<file path="config.mk">
export PLATFORM = sky130hd
export DESIGN_NAME = iic_target
export DESIGN_NICKNAME = d
export VERILOG_FILES = /design/src/rtl/iic_target_pkg.sv /design/src/rtl/iic_pin_sync.sv /design/src/rtl/iic_target_ctrl.sv /design/src/rtl/iic_target_dp.sv /design/src/rtl/iic_target.sv
export SDC_FILE = /design/constraint.sdc
export NUM_CORES = 1
export LEC_CHECK = 0
export CAP_MARGIN = 30
export CORE_AREA = 3 3 112 71
export DETAILED_ROUTE_END_ITERATION = 8
export DIE_AREA = 0 0 115 74
export DONT_BUFFER_PORTS = 1
export SETUP_SLACK_MARGIN = 0.3
export SLEW_MARGIN = 20
export SYNTH_ARGS = -nofsm -noshare
export SYNTH_HDL_FRONTEND = slang
export SYNTH_SLANG_ARGS = --single-unit
</file>
<file path="constraint.sdc">
create_clock -name clk -period 4.03 [get_ports clk]
set_input_delay 0 -clock clk [delete_from_list [all_inputs] [get_ports clk]]
set_output_delay 0 -clock clk [all_outputs]
set_load 0.005 [all_outputs]
</file>
<file path="src/rtl/iic_target_pkg.sv">
package iic_target_pkg;

  localparam int REG_AW = 3;

  localparam logic [REG_AW-1:0] REG_OWN    = 3'd0;
  localparam logic [REG_AW-1:0] REG_CTRL   = 3'd1;
  localparam logic [REG_AW-1:0] REG_STAT   = 3'd2;
  localparam logic [REG_AW-1:0] REG_DATA   = 3'd3;
  localparam logic [REG_AW-1:0] REG_MASK   = 3'd4;
  localparam logic [REG_AW-1:0] REG_RAW    = 3'd5;
  localparam logic [REG_AW-1:0] REG_MASKED = 3'd6;
  localparam logic [REG_AW-1:0] REG_CLEAR  = 3'd7;

  localparam int IRQ_DATA  = 0;
  localparam int IRQ_START = 1;
  localparam int IRQ_STOP  = 2;
  localparam int IRQ_N     = 3;

  typedef enum logic [3:0] {
    ST_IDLE,
    ST_ADDR,
    ST_ADDR_ACK,
    ST_RX_BYTE,
    ST_RX_HOLD,
    ST_RX_ACK,
    ST_TX_HOLD,
    ST_TX_SETUP,
    ST_TX_BYTE,
    ST_TX_ACK
  } tgtState_e;

  // Strobes from control to datapath
  typedef struct packed {
    logic shiftIn;
    logic shiftOut;
    logic loadTx;
    logic latchRx;
    logic firstMark;
    logic reqTx;
    logic dropTx;
    logic evStart;
    logic evStop;
    logic evData;
  } dpStrobe_t;

endpackage

</file>
<file path="src/rtl/iic_pin_sync.sv">
module iic_pin_sync #(
  parameter int WIDTH  = 2,
  parameter int STAGES = 2
) (
  input  logic             clk,
  input  logic             rstN,
  input  logic [WIDTH-1:0] pinIn,
  output logic [WIDTH-1:0] pinSync
);

  for (genvar s = 0; s < STAGES; s++) begin : g_stage
    logic [WIDTH-1:0] q;
    if (s == 0) begin : g_first
      always_ff @(posedge clk or negedge rstN) begin
        if (!rstN) q <= '1;
        else       q <= pinIn;
      end
    end else begin : g_next
      always_ff @(posedge clk or negedge rstN) begin
        if (!rstN) q <= '1;
        else       q <= g_stage[s-1].q;
      end
    end
  end

  assign pinSync = g_stage[STAGES-1].q;

endmodule

</file>
<file path="src/rtl/iic_target_ctrl.sv">
module iic_target_ctrl
  import iic_target_pkg::*;
#(
  parameter int DATA_W    = 8,
  parameter int ADDR_W    = 7,
  parameter int SETUP_CYC = 4
) (
  input  logic              clk,
  input  logic              rstN,
  input  logic              sclS,
  input  logic              sdaS,
  input  logic              enable,
  input  logic [ADDR_W-1:0] ownAddr,
  input  logic              rxReq,
  input  logic              txReq,
  input  logic [DATA_W-1:0] shiftReg,
  output dpStrobe_t         stb,
  output logic              sclLow,
  output logic              sdaLow
);

  localparam int CNT_W = $clog2(DATA_W + 1);
  localparam logic [CNT_W-1:0] CNT_FULL = CNT_W'(DATA_W);
  localparam logic [CNT_W-1:0] CNT_LAST = CNT_W'(DATA_W - 1);
  localparam int SET_W = $clog2(SETUP_CYC + 1);
  localparam logic [SET_W-1:0] SET_LAST = SET_W'(SETUP_CYC - 1);

  tgtState_e state, nextState;
  logic [CNT_W-1:0] bitCnt;
  logic [SET_W-1:0] setupCnt;
  logic sclPrev, sdaPrev;
  logic rwBit, firstPend, masterAck;
  logic cntInc, setFirst;

  // Edge and condition detection on synchronised lines
  logic sclRise, sclFall, startDet, stopDet, addrMatch;
  assign sclRise   = !sclPrev && sclS;
  assign sclFall   = sclPrev && !sclS;
  assign startDet  = sclPrev && sclS && sdaPrev && !sdaS;
  assign stopDet   = sclPrev && sclS && !sdaPrev && sdaS;
  assign addrMatch = (shiftReg[DATA_W-1 -: ADDR_W] == ownAddr);

  always_comb begin
    nextState = state;
    stb       = '0;
    cntInc    = 1'b0;
    setFirst  = 1'b0;
    if (!enable) begin
      nextState = ST_IDLE;
    end else if (startDet) begin
      nextState   = ST_ADDR;
      stb.evStart = 1'b1;
    end else if (stopDet) begin
      nextState  = ST_IDLE;
      stb.evStop = 1'b1;
    end else begin
      unique case (state)
        ST_IDLE: ;
        ST_ADDR: begin
          if (sclRise && bitCnt != CNT_FULL) begin
            stb.shiftIn = 1'b1;
            cntInc      = 1'b1;
          end
          if (sclFall && bitCnt == CNT_FULL)
            nextState = addrMatch ? ST_ADDR_ACK : ST_IDLE;
        end
        ST_ADDR_ACK: begin
          if (sclFall) begin
            if (rwBit) begin
              nextState  = ST_TX_HOLD;
              stb.reqTx  = 1'b1;
              stb.evData = 1'b1;
            end else begin
              nextState = ST_RX_BYTE;
              setFirst  = 1'b1;
            end
          end
        end
        ST_RX_BYTE: begin
          if (sclRise && bitCnt != CNT_FULL) begin
            stb.shiftIn = 1'b1;
            cntInc      = 1'b1;
          end
          if (sclFall && bitCnt == CNT_FULL) begin
            nextState     = ST_RX_HOLD;
            stb.latchRx   = 1'b1;
            stb.firstMark = firstPend;
            stb.evData    = 1'b1;
          end
        end
        ST_RX_HOLD: if (!rxReq) nextState = ST_RX_ACK;
        ST_RX_ACK:  if (sclFall) nextState = ST_RX_BYTE;
        ST_TX_HOLD: begin
          if (!txReq) begin
            nextState  = ST_TX_SETUP;
            stb.loadTx = 1'b1;
          end
        end
        ST_TX_SETUP: if (setupCnt == SET_LAST) nextState = ST_TX_BYTE;
        ST_TX_BYTE: begin
          if (sclFall) begin
            stb.shiftOut = 1'b1;
            cntInc       = 1'b1;
            if (bitCnt == CNT_LAST) nextState = ST_TX_ACK;
          end
        end
        ST_TX_ACK: begin
          if (sclFall) begin
            if (masterAck) begin
              nextState  = ST_TX_HOLD;
              stb.reqTx  = 1'b1;
              stb.evData = 1'b1;
            end else begin
              nextState = ST_IDLE;
            end
          end
        end
        default: nextState = ST_IDLE;
      endcase
    end
    stb.dropTx = (state == ST_TX_HOLD) && (nextState != ST_TX_HOLD) && !stb.loadTx;
  end

  always_ff @(posedge clk or negedge rstN) begin
    if (!rstN) begin
      state     <= ST_IDLE;
      bitCnt    <= '0;
      setupCnt  <= '0;
      sclPrev   <= 1'b1;
      sdaPrev   <= 1'b1;
      rwBit     <= 1'b0;
      firstPend <= 1'b0;
      masterAck <= 1'b0;
    end else begin
      state   <= nextState;
      sclPrev <= sclS;
      sdaPrev <= sdaS;
      if (nextState != state || stb.evStart) bitCnt <= '0;
      else if (cntInc)                       bitCnt <= bitCnt + 1'b1;
      if (state == ST_TX_SETUP) setupCnt <= setupCnt + 1'b1;
      else                      setupCnt <= '0;
      if (state == ST_ADDR && nextState == ST_ADDR_ACK) rwBit <= shiftReg[0];
      if (stb.evStart || stb.latchRx) firstPend <= 1'b0;
      else if (setFirst)              firstPend <= 1'b1;
      if (state == ST_TX_ACK && sclRise) masterAck <= !sdaS;
    end
  end

  always_comb begin
    sclLow = (state == ST_RX_HOLD) || (state == ST_TX_HOLD) || (state == ST_TX_SETUP);
    sdaLow = (state == ST_ADDR_ACK) || (state == ST_RX_HOLD) || (state == ST_RX_ACK) ||
             (((state == ST_TX_SETUP) || (state == ST_TX_BYTE)) && !shiftReg[DATA_W-1]);
  end

  // a rejected address never produces an acknowledge
  a_r1_no_ack_on_mismatch: assert property (@(posedge clk) disable iff (!rstN)
    (enable && state == ST_ADDR && sclFall && bitCnt == CNT_FULL && !addrMatch &&
     !startDet && !stopDet) |=> !sdaLow);

  // a disabled target leaves both lines alone
  a_r7_disabled_quiet: assert property (@(posedge clk) disable iff (!rstN)
    (!enable && $past(!enable)) |-> (!sclLow && !sdaLow));

  // a STOP always frees both lines on the next cycle
  a_r9_stop_releases: assert property (@(posedge clk) disable iff (!rstN)
    (enable && stopDet && !startDet) |=> (!sclLow && !sdaLow));

endmodule

</file>
<file path="src/rtl/iic_target_dp.sv">
module iic_target_dp
  import iic_target_pkg::*;
#(
  parameter int DATA_W = 8,
  parameter int ADDR_W = 7
) (
  input  logic              clk,
  input  logic              rstN,
  input  dpStrobe_t         stb,
  input  logic              sdaS,
  input  logic              regWrEn,
  input  logic              regRdEn,
  input  logic [REG_AW-1:0] regAddr,
  input  logic [DATA_W-1:0] regWdata,
  output logic [DATA_W-1:0] regRdata,
  output logic [DATA_W-1:0] shiftReg,
  output logic [ADDR_W-1:0] ownAddr,
  output logic              enable,
  output logic              rxReq,
  output logic              txReq,
  output logic              irq
);

  localparam int PAD_ADDR = DATA_W - ADDR_W;
  localparam int PAD_IRQ  = DATA_W - IRQ_N;

  logic [DATA_W-1:0] dataReg;
  logic [IRQ_N-1:0]  irqMask, irqRaw, irqEvent;
  logic firstByte;
  logic wrOwn, wrCtrl, wrData, wrMask, wrClear, rdData;

  assign wrOwn   = regWrEn && regAddr == REG_OWN;
  assign wrCtrl  = regWrEn && regAddr == REG_CTRL;
  assign wrData  = regWrEn && regAddr == REG_DATA;
  assign wrMask  = regWrEn && regAddr == REG_MASK;
  assign wrClear = regWrEn && regAddr == REG_CLEAR;
  assign rdData  = regRdEn && regAddr == REG_DATA;

  always_ff @(posedge clk or negedge rstN) begin
    if (!rstN) begin
      ownAddr <= '0;
      enable  <= 1'b0;
      irqMask <= '0;
    end else begin
      if (wrOwn)  ownAddr <= regWdata[ADDR_W-1:0];
      if (wrCtrl) enable  <= regWdata[0];
      if (wrMask) irqMask <= regWdata[IRQ_N-1:0];
    end
  end

  // Shift register and shared data register
  always_ff @(posedge clk or negedge rstN) begin
    if (!rstN) begin
      shiftReg <= '0;
      dataReg  <= '0;
    end else begin
      if (stb.loadTx)        shiftReg <= dataReg;
      else if (stb.shiftIn)  shiftReg <= {shiftReg[DATA_W-2:0], sdaS};
      else if (stb.shiftOut) shiftReg <= {shiftReg[DATA_W-2:0], 1'b0};
      if (stb.latchRx)   dataReg <= shiftReg;
      else if (wrData)   dataReg <= regWdata;
    end
  end

  // Service request flags
  always_ff @(posedge clk or negedge rstN) begin
    if (!rstN) begin
      rxReq     <= 1'b0;
      firstByte <= 1'b0;
      txReq     <= 1'b0;
    end else begin
      if (stb.latchRx) begin
        rxReq     <= 1'b1;
        firstByte <= stb.firstMark;
      end else if (rdData) begin
        rxReq     <= 1'b0;
        firstByte <= 1'b0;
      end
      if (stb.reqTx)                  txReq <= 1'b1;
      else if (stb.dropTx || wrData)  txReq <= 1'b0;
    end
  end

  // Interrupt bit slices
  always_comb begin
    irqEvent            = '0;
    irqEvent[IRQ_DATA]  = stb.evData;
    irqEvent[IRQ_START] = stb.evStart;
    irqEvent[IRQ_STOP]  = stb.evStop;
  end

  for (genvar k = 0; k < IRQ_N; k++) begin : g_irq
    always_ff @(posedge clk or negedge rstN) begin
      if (!rstN)                         irqRaw[k] <= 1'b0;
      else if (irqEvent[k])              irqRaw[k] <= 1'b1;
      else if (wrClear && regWdata[k])   irqRaw[k] <= 1'b0;
    end
  end

  assign irq = |(irqRaw & irqMask);

  always_comb begin
    regRdata = '0;
    unique case (regAddr)
      REG_OWN:    regRdata = {{PAD_ADDR{1'b0}}, ownAddr};
      REG_CTRL:   regRdata = {{(DATA_W-1){1'b0}}, enable};
      REG_STAT:   regRdata = {{(DATA_W-3){1'b0}}, firstByte, txReq, rxReq};
      REG_DATA:   regRdata = dataReg;
      REG_MASK:   regRdata = {{PAD_IRQ{1'b0}}, irqMask};
      REG_RAW:    regRdata = {{PAD_IRQ{1'b0}}, irqRaw};
      REG_MASKED: regRdata = {{PAD_IRQ{1'b0}}, irqRaw & irqMask};
      default:    regRdata = '0;
    endcase
  end

  // a data read with no new byte arriving leaves receive pending clear
  a_r3_read_clears_rx: assert property (@(posedge clk) disable iff (!rstN)
    (rdData && !stb.latchRx) |=> !rxReq);

  // the first-byte flag is never set without receive pending
  a_r5_first_needs_rx: assert property (@(posedge clk) disable iff (!rstN)
    firstByte |-> rxReq);

  // a clear write with no new data event removes the data bit
  a_r6_clear_data: assert property (@(posedge clk) disable iff (!rstN)
    (wrClear && regWdata[IRQ_DATA] && !stb.evData) |=> !irqRaw[IRQ_DATA]);

endmodule

</file>
<file path="src/rtl/iic_target.sv">
module iic_target
  import iic_target_pkg::*;
#(
  parameter int DATA_W      = 8,
  parameter int ADDR_W      = 7,
  parameter int SYNC_STAGES = 2,
  parameter int SETUP_CYC   = 4
) (
  input  logic              clk,
  input  logic              rstN,
  input  logic              sclIn,
  input  logic              sdaIn,
  output logic              sclLowOut,
  output logic              sdaLowOut,
  input  logic              regWrEn,
  input  logic              regRdEn,
  input  logic [REG_AW-1:0] regAddr,
  input  logic [DATA_W-1:0] regWdata,
  output logic [DATA_W-1:0] regRdata,
  output logic              irqOut
);

  logic [1:0] pinSync;
  logic sclS, sdaS;
  dpStrobe_t stb;
  logic [DATA_W-1:0] shiftReg;
  logic [ADDR_W-1:0] ownAddr;
  logic enable, rxReq, txReq;

  iic_pin_sync #(.WIDTH(2), .STAGES(SYNC_STAGES)) i_sync (
    .clk(clk), .rstN(rstN), .pinIn({sclIn, sdaIn}), .pinSync(pinSync)
  );
  assign sclS = pinSync[1];
  assign sdaS = pinSync[0];

  iic_target_ctrl #(.DATA_W(DATA_W), .ADDR_W(ADDR_W), .SETUP_CYC(SETUP_CYC)) i_ctrl (
    .clk(clk), .rstN(rstN), .sclS(sclS), .sdaS(sdaS), .enable(enable),
    .ownAddr(ownAddr), .rxReq(rxReq), .txReq(txReq), .shiftReg(shiftReg),
    .stb(stb), .sclLow(sclLowOut), .sdaLow(sdaLowOut)
  );

  iic_target_dp #(.DATA_W(DATA_W), .ADDR_W(ADDR_W)) i_dp (
    .clk(clk), .rstN(rstN), .stb(stb), .sdaS(sdaS),
    .regWrEn(regWrEn), .regRdEn(regRdEn), .regAddr(regAddr), .regWdata(regWdata),
    .regRdata(regRdata), .shiftReg(shiftReg), .ownAddr(ownAddr), .enable(enable),
    .rxReq(rxReq), .txReq(txReq), .irq(irqOut)
  );

  // a new receive request always comes with SCL held
  a_r3_stretch_on_rx: assert property (@(posedge clk) disable iff (!rstN)
    $rose(rxReq) |-> sclLowOut);

  // a new transmit request always comes with SCL held
  a_r4_stretch_on_tx: assert property (@(posedge clk) disable iff (!rstN)
    $rose(txReq) |-> sclLowOut);

endmodule

</file>
==> flow_summary.yaml <==
yosys:
  synth_cell_types: 60
  yosys.area.top_type: "dfrtp_1"
  yosysWarnings: 0
  synthArstFlopShare: 1.00
  syn_nets: 349
  synth_area_sq_um: 3110
  netlist_top_cells_count: "dfrtp_1, nor2_1, nand2_1"
  synthCells: 328
  ys_seq_area_frac: 0.429
  ys_ff_latch: 53
  synth_edf_count: 0
  syn_avg_cell_area_sq_um: 9.48
  synthTopCellsByArea: "dfrtp_1, mux2i_1, dfstp_2"
  synth_flop_cell: "dfrtp_1"
  yosysMostFrequentCell: "dfrtp_1"
  yosysTopAreaCellShare: 0.378
sta:
  final-max-slew-violation-count: 0
  timing.slew.headroom: 0.510
  worst_pin_slew_ns: 0.735
  finalHoldViolCount: 0
  period_minus_slack_ns: 2.56
  fin_crit_sh: 0.636
  finalSetupViolCount: 0
  max_freq_mhz: 390
  rsz0062_at_grt: "false"
  tns_ns: 0
  worst_clock_skew_ns: 0.00747
placement:
  globalplace.congestion: 0.873
  portBuffers: 0
  placed_area_sq_um: 3150
  hpwl_microns: 5630
detailed_routing:
  vias: 2474
  drt_wl_total_microns: 7900
  first_iter_violations: 190
  ant_nets: 0
  via_per_inst: 5.81
  route.detailed.drc: 0
  first_pass_iters: 4
  wire_per_inst_microns: 18.5
global_route:
  grt_overflow: 0
  grt_pass1_wl_microns: 12800
  grt_pass1_vias: 2308
  grt.total_usage: 0.198
  grt_max_degree: 54
  antenna_found_initial: 0
floorplanning:
  pin_count: 28
  core_sq_um: 7090
  die_y_microns: 74
  design.die.area_sq_um: 8510
  die-width_microns: 115
  num_rows: 24
  start_util: 0.439
pwr:
  p_sw_frac: 0.274
  ir_worst_vdd_uv: 238
  pwr-share-seq: 0.485
  p_sw_mw: 0.379
  pwr-share-clk: 0.351
  p_int_mw: 1.01
  p_comb_frac: 0.164
  p_leak_nw: 1.52
  p_per_area_nw_per_um2: 395
critical_path:
  arrival_ns: 2.71
  crit_family: "simple AND/OR/NAND/NOR gates"
  crit_path_end_kind: "flop"
  crit_path_max_fanout: 22
  ff2ff_path_depth: 5
  regToRegSetupSlack_ns: 1.47
  required_ns: 4.18
  cp_cell_sequence: "or3b_2 > or4_1 > nand2_1 > nand4b_1 > nor4_1"
  startpoint_type: "flop"
  critPathSlowestCell: "or4_1"
  path_class: "reg2reg"
  reg2reg_from: "i_ctrl.state[2]$_DFF_PN0_"
  worstReg2RegEnd: "i_ctrl.bitCnt[0]$_DFFE_PN0P_"
  cp_slowest_stage_delay_ns: 0.77
  path_buf_inv: 0
cts:
  htree_levels: 2
  numCtsBuffers: 5
  cts_root_buffer: "clkbuf_16"
  clkSinkCount: 53
  ctsResizeCount: 0
  cts_tree: "done"
  clkTransAtPathRegs_ns: 0.07
  clock_latency_ns: 0.29
  clockBufferDepth: 2
final_layout:
  antenna_cells: 0
  post-route-cell-area_sq_um: 3500
  drive_above_1_share: 0.110
  fillers: 681
  fin_nets: 355
  area_delta_synth_final_pct: 12.7
outcome:
  status: "finished, final reports clean"
min_path:
  hold_class: "in2reg"
  holdPathStages: 2
  hp-start: "regAddr[0]"
  min_to: "i_dp.irqMask[2]$_DFFE_PN0P_"
job:
  maxCapViolations: 0
## sequential cells by signal, indices dropped and copies added, names as in the netlist, 3 cells and up
name and cells:
i_ctrl.setupCnt 3, i_dp.ownAddr 7, i_dp.shiftReg 8, i_dp.irqRaw 3
i_dp.irqMask 3, i_ctrl.bitCnt 4, i_dp.dataReg 8, i_ctrl.state 4
## logic make-up after synthesis
kind of cell / after synthesis / share of synthesized area
buffers and inverters: 28 / 0.0358
DFF: 53 / 0.429
and+or+nand+nor: 129 / 0.227
xor gates and xnor gates: 11 / 0.0310
muxes: 32 / 0.112
AOI/OAI and AO/OA: 71 / 0.149
adders and majority gates: 4 / 0.0161
## power groups by stage
stage	clock, mW	combinational [mW]	sequential, mW
finish	0.485	0.227	0.672
global route	0.514	0.254	0.683
CTS	0.498	0.228	0.670
detailed placement	0	0.195	0.680
global placement	0	0.195	0.679
floorplan	0	0.174	0.649
## what timing repair did
action,4_1_cts,5_1_grt
setup endpoints to repair,0,0
endpoints found under the hold margin,79,0
setup buffers,0,0
hold buffers,17,0
## placed cells by master, fill, tap and decap left out, types with 4 or more instances in the layout
master	count
inv_1	10
dfrtp_1	47
dfstp_2	6
o21ai_0	13
mux2_2	13
nand3_1	8
nand2_1	31
nand2b_1	6
xnor2_1	11
dlygate4sd3_1	16
mux2i_1	18
nor2_1	35
a22oi_1	7
nand4_1	5
or4_1	4
nor4_1	5
ha_1	4
clkbuf_16	5
o211ai_1	4
a21oi_1	23
nor2b_1	4
nand4b_1	5
## per-stage QoR
step                setup WS, ns  hold WS (ns)   util  total power, mW  instances
global placement            1.60        -0.294  0.444            0.874        401
floorplan                   2.06        -0.296      -            0.823        328
global route                1.32        0.0425  0.494             1.45        426
CTS                         1.49        0.0181  0.494             1.40        426
detailed placement          1.50        -0.294  0.444            0.875        401
finish                      1.47        0.0304  0.494             1.38        426
## cell type report
| class | instances | area [sq um] | area share |
|---|---|---|---|
| clock buffer | 6 | 129 | 0.0368 |
| clock inverter | 2 | 38.8 | 0.0111 |
| inverter | 10 | 37.5 | 0.0107 |
| multi-input combinational | 247 | 1660 | 0.475 |
| sequential | 53 | 1330 | 0.381 |
| tap | 91 | 114 | 0.0325 |
| timing repair buffer | 17 | 188 | 0.0536 |
## worst max-delay path by stage
stage	start	to	slack (ns)	depth (start not counted)
finish	i_ctrl.state[2]$_DFF_PN0_	i_ctrl.bitCnt[0]$_DFFE_PN0P_	1.47	5
floorplan	i_ctrl.bitCnt[0]$_DFFE_PN0P_	i_ctrl.rwBit$_DFFE_PN0P_	2.06	6
CTS	i_ctrl.state[2]$_DFF_PN0_	i_ctrl.bitCnt[2]$_DFFE_PN0P_	1.49	5
detailed placement	i_ctrl.state[2]$_DFF_PN0_	i_ctrl.bitCnt[3]$_DFFE_PN0P_	1.50	5
global placement	i_ctrl.state[2]$_DFF_PN0_	i_ctrl.bitCnt[1]$_DFFE_PN0P_	1.60	5
global route	i_ctrl.state[2]$_DFF_PN0_	i_ctrl.bitCnt[1]$_DFFE_PN0P_	1.32	5
## per-layer routing
metal  up-vias  global-route usage  wire length, microns  part of all wire
met5         -                   0                     0                 0
li1       1205                   -                     -                 -
met4         0              0.0352                    66            0.0084
met3         9              0.0480                   598             0.076
met2        72               0.242                  2920              0.37
met1      1188               0.341                  4310              0.55
No activity file was read; power rests on OpenSTA's default activity.
